==> src/rtl/scan_skip_pkg.sv <==
package scan_skip_pkg;
  typedef enum logic {
    RUN_COUNTED = 1'b0,
    RUN_FREE    = 1'b1
  } run_mode_e;
endpackage

==> src/rtl/sample_recode.sv <==
module sample_recode #(
  parameter int RAW_W  = 16,
  parameter int DATA_W = 12
) (
  input  logic [RAW_W-1:0]  raw,
  output logic [DATA_W-1:0] code
);
  localparam int SHIFT = RAW_W - DATA_W;
  localparam logic [DATA_W-1:0] MID = DATA_W'(1) << (DATA_W - 1);

  generate
    if (SHIFT == 0) begin : g_direct
      assign code = raw ^ MID;
    end else begin : g_shifted
      assign code = raw[RAW_W-1 -: DATA_W] ^ MID;
    end
  endgenerate
endmodule

==> src/rtl/chunk_gate.sv <==
module chunk_gate #(
  parameter int LEN_W  = 5,
  parameter int SKIP_W = 8,
  localparam int CHUNK_W = LEN_W + SKIP_W + 1
) (
  input  logic               clk,
  input  logic               rst_n,
  input  logic               clear,
  input  logic               advance,
  input  logic [LEN_W-1:0]   len,
  input  logic [SKIP_W-1:0]  skip,
  output logic               keep,
  output logic               bypass,
  output logic [CHUNK_W-1:0] pos,
  output logic [CHUNK_W-1:0] chunk_len
);
  logic [CHUNK_W-1:0] pos_inc;

  assign chunk_len = CHUNK_W'(len) * (CHUNK_W'(skip) + CHUNK_W'(1));
  assign bypass    = (skip == '0);
  assign keep      = bypass || (pos < CHUNK_W'(len));
  assign pos_inc   = pos + CHUNK_W'(1);

  always_ff @(posedge clk or negedge rst_n) begin
    if (!rst_n) begin
      pos <= '0;
    end else if (clear) begin
      pos <= '0;
    end else if (advance && !bypass) begin
      pos <= (pos_inc == chunk_len) ? '0 : pos_inc;
    end
  end
endmodule

==> src/rtl/acq_countdown.sv <==
module acq_countdown #(
  parameter int W = 29
) (
  input  logic         clk,
  input  logic         rst_n,
  input  logic         load,
  input  logic [W-1:0] load_val,
  input  logic         dec,
  output logic         zero
);
  logic [W-1:0] remain;

  assign zero = (remain == '0);

  always_ff @(posedge clk or negedge rst_n) begin
    if (!rst_n) begin
      remain <= '0;
    end else if (load) begin
      remain <= load_val;
    end else if (dec && !zero) begin
      remain <= remain - W'(1);
    end
  end
endmodule

==> src/rtl/scan_decimator.sv <==
module scan_decimator
  import scan_skip_pkg::*;
#(
  parameter int RAW_W  = 16,
  parameter int DATA_W = 12,
  parameter int LEN_W  = 5,
  parameter int SKIP_W = 8,
  parameter int CNT_W  = 16
) (
  input  logic              clk,
  input  logic              rst_n,
  input  logic              start,
  input  logic              continuous,
  input  logic [LEN_W-1:0]  scan_len,
  input  logic [SKIP_W-1:0] skip,
  input  logic [CNT_W-1:0]  scan_count,
  input  logic              in_valid,
  output logic              in_ready,
  input  logic [RAW_W-1:0]  in_data,
  output logic              out_valid,
  input  logic              out_ready,
  output logic [DATA_W-1:0] out_data,
  output logic              done
);
  localparam int CHUNK_W = LEN_W + SKIP_W + 1;
  localparam int STOP_W  = CNT_W + CHUNK_W;

  logic [LEN_W-1:0]   len_q;
  logic [SKIP_W-1:0]  skip_q;
  run_mode_e          mode_q;
  logic               running_q;
  logic               keep;
  logic               skip_zero;
  logic               cnt_zero;
  logic               accept_ok;
  logic               fire;
  logic [CHUNK_W-1:0] pos_w;
  logic [CHUNK_W-1:0] chunk_len_w;
  logic [STOP_W-1:0]  load_val;

  always_ff @(posedge clk or negedge rst_n) begin
    if (!rst_n) begin
      len_q     <= '0;
      skip_q    <= '0;
      mode_q    <= RUN_COUNTED;
      running_q <= 1'b0;
    end else if (start) begin
      len_q     <= scan_len;
      skip_q    <= skip;
      mode_q    <= continuous ? RUN_FREE : RUN_COUNTED;
      running_q <= 1'b1;
    end
  end

  assign load_val = STOP_W'(scan_count) * STOP_W'(scan_len)
                  * (STOP_W'(skip) + STOP_W'(1));

  assign done      = running_q && (mode_q == RUN_COUNTED) && cnt_zero;
  assign accept_ok = running_q && !start && !done;
  assign out_valid = in_valid && accept_ok && keep;
  assign in_ready  = accept_ok && (!keep || out_ready);
  assign fire      = in_valid && in_ready;

  chunk_gate #(
    .LEN_W  (LEN_W),
    .SKIP_W (SKIP_W)
  ) u_gate (
    .clk       (clk),
    .rst_n     (rst_n),
    .clear     (start),
    .advance   (fire),
    .len       (len_q),
    .skip      (skip_q),
    .keep      (keep),
    .bypass    (skip_zero),
    .pos       (pos_w),
    .chunk_len (chunk_len_w)
  );

  acq_countdown #(
    .W (STOP_W)
  ) u_count (
    .clk      (clk),
    .rst_n    (rst_n),
    .load     (start),
    .load_val (load_val),
    .dec      (fire && (mode_q == RUN_COUNTED)),
    .zero     (cnt_zero)
  );

  sample_recode #(
    .RAW_W  (RAW_W),
    .DATA_W (DATA_W)
  ) u_recode (
    .raw  (in_data),
    .code (out_data)
  );
endmodule

==> config.mk <==
export PLATFORM = sky130hd
export DESIGN_NAME = scan_decimator
export DESIGN_NICKNAME = d
export VERILOG_FILES = /design/src/rtl/scan_skip_pkg.sv /design/src/rtl/sample_recode.sv /design/src/rtl/chunk_gate.sv /design/src/rtl/acq_countdown.sv /design/src/rtl/scan_decimator.sv
export SDC_FILE = /design/constraint.sdc
export NUM_CORES = 1
export LEC_CHECK = 0
export BUFFER_PORTS_ARGS = -buffer_cell sky130_fd_sc_hd__buf_2
export CAP_MARGIN = 20
export CELL_PAD_IN_SITES_DETAIL_PLACEMENT = 1
export CELL_PAD_IN_SITES_GLOBAL_PLACEMENT = 2
export CORE_MARGIN = 1
export CORE_UTILIZATION = 35
export CTS_CLUSTER_SIZE = 40
export DETAILED_ROUTE_END_ITERATION = 10
export PLACE_DENSITY_LB_ADDON = 0.1
export SETUP_SLACK_MARGIN = 0.1
export SLEW_MARGIN = 10
export SYNTH_ARGS = -nofsm -noshare
export SYNTH_HDL_FRONTEND = slang
export SYNTH_SLANG_ARGS = --single-unit
==> constraint.sdc <==
create_clock -name clk -period 10.8 [get_ports clk]
set_input_delay 2.16 -clock clk [delete_from_list [all_inputs] [get_ports clk]]
set_output_delay 2.16 -clock clk [all_outputs]
set_load 0.02 [all_outputs]
==> results of run 1 <==
==> layout make-up <==
cell class                 count  area (µm²)  area share
multi-input combinational   1201       10670      0.7309
clock buffer                  12       266.5     0.01826
timing repair buffer          81       513.0     0.03514
clock inverter                 4       95.09    0.006514
sequential                    59        1476      0.1011
tap                          511       639.4     0.04380
inverter                     250       938.4     0.06428
==> critical path, delay by kind of cell <==
| family | cells | cell delay [ns] |
|---|---|---|
| and+or+nand+nor | 4 | 1.05 |
| muxes | 1 | 0.10 |
| adders and majority gates | 9 | 4.22 |
| xor gates and xnor gates | 2 | 0.37 |
| buffers and inverters | 7 | 0.64 |
| AOI/OAI and AO/OA | 9 | 1.81 |
==> flip-flops by register name (all words and copies together), names as in the netlist <==
name	flops
len_q	5
mode_q	1
skip_q	8
u_gate.pos	14
running_q	1
u_count.remain	30
==> cells by family (layout without fill, tap and decap cells) <==
| logic type | count (synthesis) | count (layout) | share of synthesized area |
|---|---|---|---|
| flops | 59 | 59 | 0.1107 |
| simple gates | 588 | 588 | 0.2245 |
| compound gates | 166 | 166 | 0.08135 |
| fa+ha+maj | 307 | 307 | 0.3989 |
| mux | 17 | 17 | 0.01361 |
| xor+xnor | 123 | 123 | 0.08135 |
| buf+inv | 303 | 347 | 0.08951 |
==> layer usage <==
| metal | vias up | track usage | wire length [µm] | part of all wire |
|---|---|---|---|---|
| li1 | 5035 | - | - | - |
| met1 | 5367 | 0.2515 | 16510 | 0.47 |
| met2 | 66 | 0.3622 | 17810 | 0.50 |
| met3 | 29 | 0.01468 | 486 | 0.014 |
| met4 | 2 | 0.04421 | 501 | 0.014 |
| met5 | - | 0 | 8 | 0.00023 |
==> cells in the final DEF (no fill, tap or decap), drive strengths merged, types with 4 or more instances in the layout <==
cell type and n:
o21bai 8, o21a 9, clkinv 4, o31ai 5
nor3 33, nand4 10, fa 197, a211oi 4
xnor2 89, xor2 34, and3 14, clkbuf 13
mux2 9, mux2i 8, nand2b 34, dfrtp 59
nand3 32, o21ai 41, or2 34, buf 80
nor4 12, inv 247, ha 110, and4 4
or4 12, or3 10, nor2 174, and2 73
nor2b 26, o211ai 6, a21oi 46, nand2 109
a31oi 7, a21o 13, o2111ai 4
==> through the flow <==
stage          cell area (µm²)  hold WS [ns]  utilization  worst slack [ns]
4_1_cts                  14590        0.5118       0.3883            0.4647
3_3_place_gp             14230        0.4881       0.3787            0.1595
5_1_grt                  14600        0.5507       0.3885            0.1080
3_5_place_dp             14230        0.4930       0.3787            0.1238
6_report                 14600        0.5082       0.3885            0.6624
2_1_floorplan            13340        0.4579            -            0.7526
==> how the worst min path moves through the flow <==
stage                                startpoint                    end  slack (ns)  cells after the start
final                     running_q$_DFFE_PN0P_  running_q$_DFFE_PN0P_        0.51                      1
after global routing      running_q$_DFFE_PN0P_  running_q$_DFFE_PN0P_        0.55                      1
after CTS                 running_q$_DFFE_PN0P_  running_q$_DFFE_PN0P_        0.51                      1
after detailed placement  running_q$_DFFE_PN0P_  running_q$_DFFE_PN0P_        0.49                      1
after global placement    running_q$_DFFE_PN0P_  running_q$_DFFE_PN0P_        0.49                      1
after floorplan           running_q$_DFFE_PN0P_  running_q$_DFFE_PN0P_        0.46                      1
==> flow_summary.json, run 1 <==
{
  "viasPerCell": 4.957,
  "initial_core_util": 0.3549,
  "cpMostUsedCell": "fa_1",
  "finalHoldViolations": 0,
  "yosysTopAreaCellShare": 0.2957,
  "io_buffers": 39,
  "stdcell_count": 2118,
  "hold_buffers": 0,
  "num_io_pins": 66,
  "ant_nets": 0,
  "dr.first_iter.drc_count": 312,
  "reg2regPathDepth": 17,
  "cts.sinks": 59,
  "cts-root-buf": "clkbuf_16",
  "synth-seq-cells": 59,
  "dieArea_mm2": 0.03889,
  "post-route-drc-count": 0,
  "die_x_um": 197.2,
  "globalplace.congestion": 0.7930,
  "clock.fmax_mhz": 98.64,
  "cts_made_buffers": 9,
  "overflow": 0,
  "cp.required_ns": 11.01,
  "synthesis.area_mm2": 0.01334,
  "path_clk_slew_ns": 0.06,
  "placed_cells": 2102,
  "wirelength_mm": 35.32,
  "fin_nets": 1960,
  "hold_path.class": "flip-flop to flip-flop",
  "end_kind": "flip-flop",
  "ys_top_cells_by_count": "247 x inv_1, 197 x fa_1, 174 x nor2_1",
  "grt_util_all_layers": 0.1976,
  "period_share": 0.9387,
  "finClkSkew_ns": 0.01253,
  "synthFlopType": "dfrtp_1",
  "clk_latency_ns": 0.35,
  "yosysTopAreaCell": "fa_1",
  "rrSetupSlack_ns": 4.73,
  "ys_async_sr_fraction": 1.000,
  "synthTopCellsByArea": "fa_1 30%, dfrtp_1 11%, ha_1 10%",
  "tritoncts": "yes",
  "syn_nets": 1921,
  "drtPass1Iterations": 6,
  "slowest_stage": "fa_1",
  "r2r-end": "u_gate.pos[5]$_DFFE_PN0P_",
  "synth_cell_types": 68,
  "diodes": 0,
  "regToRegStartpoint": "skip_q[0]$_DFFE_PN0P_",
  "post_cts_resized": 0,
  "yosysMostFrequentCell": "inv_1",
  "maxCapViolCount": 0,
  "antenna_found_initial": 1,
  "area_growth_pct": 9.467,
  "slowest_delay_ns": 0.55,
  "rsz0062_at_grt": "false",
  "grt_max_degree": 62,
  "critPathLaunchType": "primary input",
  "vias": 10500,
  "fin_crit_ns": 10.14,
  "crit_end": "u_count.remain[25]$_DFFE_PN0P_",
  "status": "completed",
  "synth_cells": 1563,
  "grt_pass1_vias": 11810,
  "slew_headroom": 0.3186,
  "grt_pass1_wl_mm": 60.92,
  "crit_start": "scan_len[2]",
  "cp_max_fo": 17,
  "post_cts_buffers": 0,
  "critical_path_arrival_ns": 10.35,
  "hpwl_mm": 29.86,
  "ys_seq_area_frac": 0.1107,
  "drive_gt1_frac": 0.09521,
  "synth.avg_cell_area_um2": 8.532,
  "wire_per_inst_um": 16.67,
  "chipHeight_um": 197.2,
  "cts.path.max_buffers": 2,
  "htreeDepth": 3,
  "drv_slew": 0,
  "setup_viol": 0,
  "floorplan.rows": 71,
  "synth_edf_count": 0,
  "n_fill_cell": 4483,
  "tightestPinTransition_ns": 1.019,
  "tns_ns": 0,
  "yosysWarnings": 0,
  "critical_path_class": "primary input to flip-flop",
  "core-area_mm2": 0.03758
}
Power of run 1 is left out: the tool's default activity adds up to more than one toggle a clock period on the data nets, which glitch-free logic cannot reach.
==> run 2: changes to the inputs <==
Settings changed: MAX_ROUTING_LAYER set to met4.
==> run 2 against run 1 <==
Effect of this change: non-clock buffer count did not move; sequential cell count did not move; maximum frequency barely moved; global-route usage rose by 0.60 points; final area barely moved; critical endpoint is now u_count.remain[29]$_DFFE_PN0P_; highest routed layer is now met4.
==> flow_summary.json, run 2 (synthesis results as in run 1) <==
{
  "status": "completed",
  "hpwl_mm": 29.86,
  "maxCapViolCount": 0,
  "hold_path.class": "flip-flop to flip-flop",
  "rrSetupSlack_ns": 4.72,
  "grt_pass1_wl_mm": 60.94,
  "layout_commonest_cell": "inv_1",
  "finalHoldViolations": 0,
  "drv_slew": 0,
  "r2r-end": "u_gate.pos[5]$_DFFE_PN0P_",
  "cts-root-buf": "clkbuf_16",
  "reg2regPathDepth": 17,
  "dieArea_mm2": 0.03889,
  "critPathLaunchType": "primary input",
  "vias": 10500,
  "clk_latency_ns": 0.35,
  "critical_path_class": "primary input to flip-flop",
  "hold_buffers": 0,
  "crit_start": "scan_len[2]",
  "grt_max_degree": 62,
  "drtPass1Iterations": 4,
  "cp_max_fo": 17,
  "cts_made_buffers": 9,
  "tightestPinTransition_ns": 1.025,
  "clock.fmax_mhz": 98.58,
  "tns_ns": 0,
  "die_x_um": 197.2,
  "slew_headroom": 0.3146,
  "io_buffers": 39,
  "layout_common_cells": "247 x inv_1, 197 x fa_1, 174 x nor2_1",
  "stdcell_count": 2120,
  "final_util": 0.3886,
  "cp.required_ns": 11.01,
  "floorplan.rows": 71,
  "critical_path_buf_inv_count": 7,
  "placed_cells": 2102,
  "slowest_stage": "fa_1",
  "overflow": 0,
  "finClkSkew_ns": 0.01180,
  "drive_gt1_frac": 0.09521,
  "chipHeight_um": 197.2,
  "reg_top3": "u_count.remain x30, u_gate.pos x14, skip_q x8",
  "core-area_mm2": 0.03758,
  "initial_core_util": 0.3549,
  "grt_pass1_vias": 11810,
  "largest-register": "u_count.remain",
  "fin_crit_ns": 10.14,
  "regToRegStartpoint": "skip_q[0]$_DFFE_PN0P_",
  "post_cts_buffers": 0,
  "slowest_delay_ns": 0.55,
  "num_io_pins": 66,
  "cts.path.max_buffers": 2,
  "rsz0062_at_grt": "false",
  "dr.first_iter.drc_count": 350,
  "cpMostUsedCell": "fa_1",
  "antenna_found_initial": 1,
  "path_clk_slew_ns": 0.06,
  "viasPerCell": 4.955,
  "critPathTopFamily": "adder cells",
  "fin_nets": 1960,
  "globalplace.congestion": 0.8043,
  "grt_util_all_layers": 0.2036,
  "area_growth_pct": 9.505,
  "wire_per_inst_um": 16.64,
  "path_depth": 32,
  "critical_path_arrival_ns": 10.35,
  "post-route-drc-count": 0,
  "crit_end": "u_count.remain[29]$_DFFE_PN0P_",
  "period_share": 0.9393,
  "wirelength_mm": 35.28,
  "cts.sinks": 59,
  "end_kind": "flip-flop",
  "tritoncts": "yes",
  "htreeDepth": 3,
  "largest_reg_flops": 30,
  "ant_nets": 0,
  "setup_viol": 0
}
run 2: changes by cell type in the layout (fill, tap and decap cells not counted):
cell / before / now
diode_2: 0 / 2
run 2: through the flow:
step	setup WS (ns)	instance area [µm²]	hold slack, ns
2_1_floorplan	0.7526	13340	0.4579
3_3_place_gp	0.1595	14230	0.4881
3_5_place_dp	0.1238	14230	0.4930
4_1_cts	0.4647	14590	0.5118
5_1_grt	0.1047	14600	0.5507
6_report	0.6560	14600	0.5092
run 2: routing by layer:
| layer | track usage | vias to the layer above | wire length (µm) |
|---|---|---|---|
| li1 | - | 5046 | - |
| met1 | 0.2521 | 5370 | 16640 |
| met2 | 0.3619 | 59 | 17800 |
| met3 | 0.01468 | 29 | 343 |
| met4 | 0.04421 | 0 | 490 |
| met5 | - | - | 0 |
run 2: repair_timing:
item	in CTS	in global routing
gates resized for setup	0	3
endpoints found under the setup margin	0	4
endpoints found under the hold margin	0	0
run 2: final cells by class:
class | instances | area, µm²
Sequential cell | 59 | 1476
Clock inverter | 4 | 95.09
Timing Repair Buffer | 81 | 513.0
Multi-Input combinational cell | 1201 | 10670
Inverter | 250 | 938.4
Clock buffer | 12 | 266.5
Fill cell | 4484 | 22970
Antenna cell | 2 | 5.005
Tap cell | 511 | 639.4
run 2: worst min-delay path by stage:
stage                                     start  depth (start not counted)  slack (ns)                     to
after detailed placement  running_q$_DFFE_PN0P_                          1        0.49  running_q$_DFFE_PN0P_
after global routing      running_q$_DFFE_PN0P_                          1        0.55  running_q$_DFFE_PN0P_
after floorplan           running_q$_DFFE_PN0P_                          1        0.46  running_q$_DFFE_PN0P_
after global placement    running_q$_DFFE_PN0P_                          1        0.49  running_q$_DFFE_PN0P_
after CTS                 running_q$_DFFE_PN0P_                          1        0.51  running_q$_DFFE_PN0P_
final                     running_q$_DFFE_PN0P_                          1        0.51  running_q$_DFFE_PN0P_
run 2: worst reg2reg max path, stage by stage, from the launching register on:
cell and delay [ns]:
dfrtp_1 0.50, inv_1 0.16, ha_1 0.39, and2_1 0.20, fa_1 0.50, inv_1 0.06
fa_1 0.51, fa_1 0.56, inv_1 0.05, ha_1 0.34, nor2b_1 0.15, o21ai_0 0.30
o211ai_1 0.22, xnor2_1 0.18, or4_1 0.53, or4b_4 0.54, o41ai_4 0.63, nor2_1 0.12
Power of run 2 is left out for the same reason.
==> run 3: changes to the inputs <==
Settings changed: ABC_AREA set to 1, PLACE_DENSITY set to 0.79, PLACE_DENSITY_LB_ADDON 0.1 to not set.
==> run 3 against run 2 <==
Effect of this change: clock-buffer cell count fell by 1; maximum frequency up 3.3%; synthesized area increased by 7.9%; cell count rose by 25%; clock skew shrank 0.0014 ns; final area up 5.0%; worst hold slack about the same; critical path type unchanged; highest routed layer unchanged.
==> flow_summary.json, run 3 <==
{
  "status": "completed",
  "drv_slew": 0,
  "cpMostUsedCell": "nand2_1",
  "crit_start": "scan_len[2]",
  "rrSetupSlack_ns": 5.63,
  "fin_crit_ns": 9.816,
  "cts.path.max_buffers": 2,
  "grt_pass1_wl_mm": 71.80,
  "cts.sinks": 59,
  "synth_cell_types": 41,
  "yosysTopAreaCell": "fa_1",
  "r2r-end": "u_gate.pos[11]$_DFFE_PN0P_",
  "wire_per_inst_um": 15.51,
  "synth_edf_count": 0,
  "syn_nets": 2475,
  "critPathLaunchType": "primary input",
  "clk_latency_ns": 0.35,
  "cp.required_ns": 11.04,
  "slew_headroom": 0.4173,
  "largest_reg_flops": 30,
  "n_fill_cell": 5211,
  "critical_path_class": "primary input to flip-flop",
  "yosysTopAreaCellShare": 0.2740,
  "final_util": 0.3814,
  "floorplan.rows": 73,
  "htreeDepth": 3,
  "tritoncts": "yes",
  "io_buffers": 39,
  "ant_nets": 0,
  "initial_core_util": 0.3582,
  "cts-root-buf": "clkbuf_16",
  "whs_path_depth": 2,
  "die_x_um": 204.8,
  "chipHeight_um": 204.8,
  "ys_seq_area_frac": 0.1026,
  "tightestPinTransition_ns": 0.8710,
  "critical_path_arrival_ns": 10.06,
  "rsz0062_at_grt": "false",
  "diodes": 0,
  "cp_max_fo": 17,
  "post_cts_resized": 0,
  "layout_common_cells": "546 x nand2_1, 446 x inv_1, 249 x nor2_1",
  "overflow": 0,
  "multi_input_area_mm2": 0.01091,
  "synth_cells": 2117,
  "num_io_pins": 66,
  "reg2regPathDepth": 22,
  "drive_gt1_frac": 0.04847,
  "post_cts_buffers": 0,
  "synth.avg_cell_area_um2": 6.800,
  "ys_top_cells_by_count": "546 x nand2_1, 447 x inv_1, 249 x nor2_1",
  "drtPass1Iterations": 5,
  "globalplace.congestion": 0.8454,
  "ys_async_sr_fraction": 1.000,
  "regToRegStartpoint": "skip_q[0]$_DFFE_PN0P_",
  "yosysWarnings": 0,
  "hold_buffers": 0,
  "regArea_mm2": 0.001476,
  "grt_util_all_layers": 0.2184,
  "antenna_found_initial": 0,
  "reg_top3": "u_count.remain x30, u_gate.pos x14, skip_q x8",
  "synthTopCellsByArea": "fa_1 27%, nand2_1 14%, inv_1 12%",
  "period_share": 0.9089,
  "path_clk_slew_ns": 0.06,
  "area_growth_pct": 6.484,
  "dieArea_mm2": 0.04194,
  "post-route-drc-count": 0,
  "layout_commonest_cell": "nand2_1",
  "dr.first_iter.drc_count": 485,
  "crit_end": "u_count.remain[26]$_DFFE_PN0P_",
  "clock.fmax_mhz": 101.9,
  "finalHoldViolations": 0,
  "core-area_mm2": 0.04019,
  "synth-seq-cells": 59,
  "slowest_delay_ns": 0.58,
  "fin_hold_ws_ns": 0.5095,
  "finClkSkew_ns": 0.01041,
  "viasPerCell": 4.916,
  "synthFlopType": "dfrtp_1",
  "setup_viol": 0,
  "hold_path.class": "flip-flop to flip-flop",
  "yosysMostFrequentCell": "nand2_1",
  "synthesis.area_mm2": 0.01440,
  "end_kind": "flip-flop",
  "cts_made_buffers": 9,
  "tns_ns": 0,
  "grt_pass1_vias": 14560,
  "grt_max_degree": 60,
  "fin_nets": 2478,
  "maxCapViolCount": 0,
  "largest-register": "u_count.remain",
  "vias": 13030,
  "wirelength_mm": 41.10,
  "slowest_stage": "fa_1",
  "hpwl_mm": 34.93
}
## run 3: cell count changes after synthesis, moves of 14 or more
cell      before  now
xnor2_1       88   10
and2_1        73    2
nor2b_1       26    0
or2_2         33   15
nand3_1       32  132
nor3_1        31   17
a21oi_1       46   68
and3_1        14    0
o21ai_0       40   71
nand2b_1      34    0
nand4_1        9   31
nor2_1       174  249
inv_1        247  447
nand2_1      108  546
## run 3: how the worst min path moves through the flow
stage	slack [ns]	startpoint	endpoint
floorplan	0.45	running_q$_DFFE_PN0P_	running_q$_DFFE_PN0P_
global placement	0.49	running_q$_DFFE_PN0P_	running_q$_DFFE_PN0P_
detailed placement	0.51	running_q$_DFFE_PN0P_	running_q$_DFFE_PN0P_
CTS	0.53	running_q$_DFFE_PN0P_	running_q$_DFFE_PN0P_
global route	0.57	u_count.remain[22]$_DFFE_PN0P_	u_count.remain[22]$_DFFE_PN0P_
finish	0.51	running_q$_DFFE_PN0P_	running_q$_DFFE_PN0P_
## run 3: cell type report
class | instances | area share
clock inverters | 5 | 0.004081
flip-flops and latches | 59 | 0.09632
clock buffers | 11 | 0.01584
multi-input cells | 1546 | 0.7119
well taps | 525 | 0.04285
repair buffers | 49 | 0.01763
inverters | 455 | 0.1114
## run 3: metrics by stage
stage | worst slack [ns] | cell area [µm²] | cells
6_report | 0.9837 | 15330 | 2650
5_1_grt | 0.2667 | 15330 | 2650
3_3_place_gp | 0.7036 | 15020 | 2634
4_1_cts | 0.8776 | 15330 | 2650
3_5_place_dp | 0.5314 | 15020 | 2634
2_1_floorplan | 1.580 | 14400 | 2117
## run 3: cells by family after synthesis
family / share of synthesized area
simple gates: 0.2944
buf+inv: 0.1394
fa+ha+maj: 0.3696
compound gates: 0.06910
flops: 0.1026
xor+xnor: 0.02495
## run 3: metal layers
layer,wire length (µm),up-vias,track usage
li1,-,6409,-
met1,19130,6462,0.2676
met2,20490,117,0.3871
met3,728,40,0.01511
met4,742,0,0.05570
met5,0,-,-
## run 3: worst max-delay path, delay by kind of cell
family | cells | cell delay (ns)
buffers and inverters | 6 | 0.73
AOI/OAI and AO/OA | 4 | 0.84
adders and majority gates | 9 | 4.35
and+or+nand+nor | 17 | 1.94
Power of run 3 is left out for the same reason.
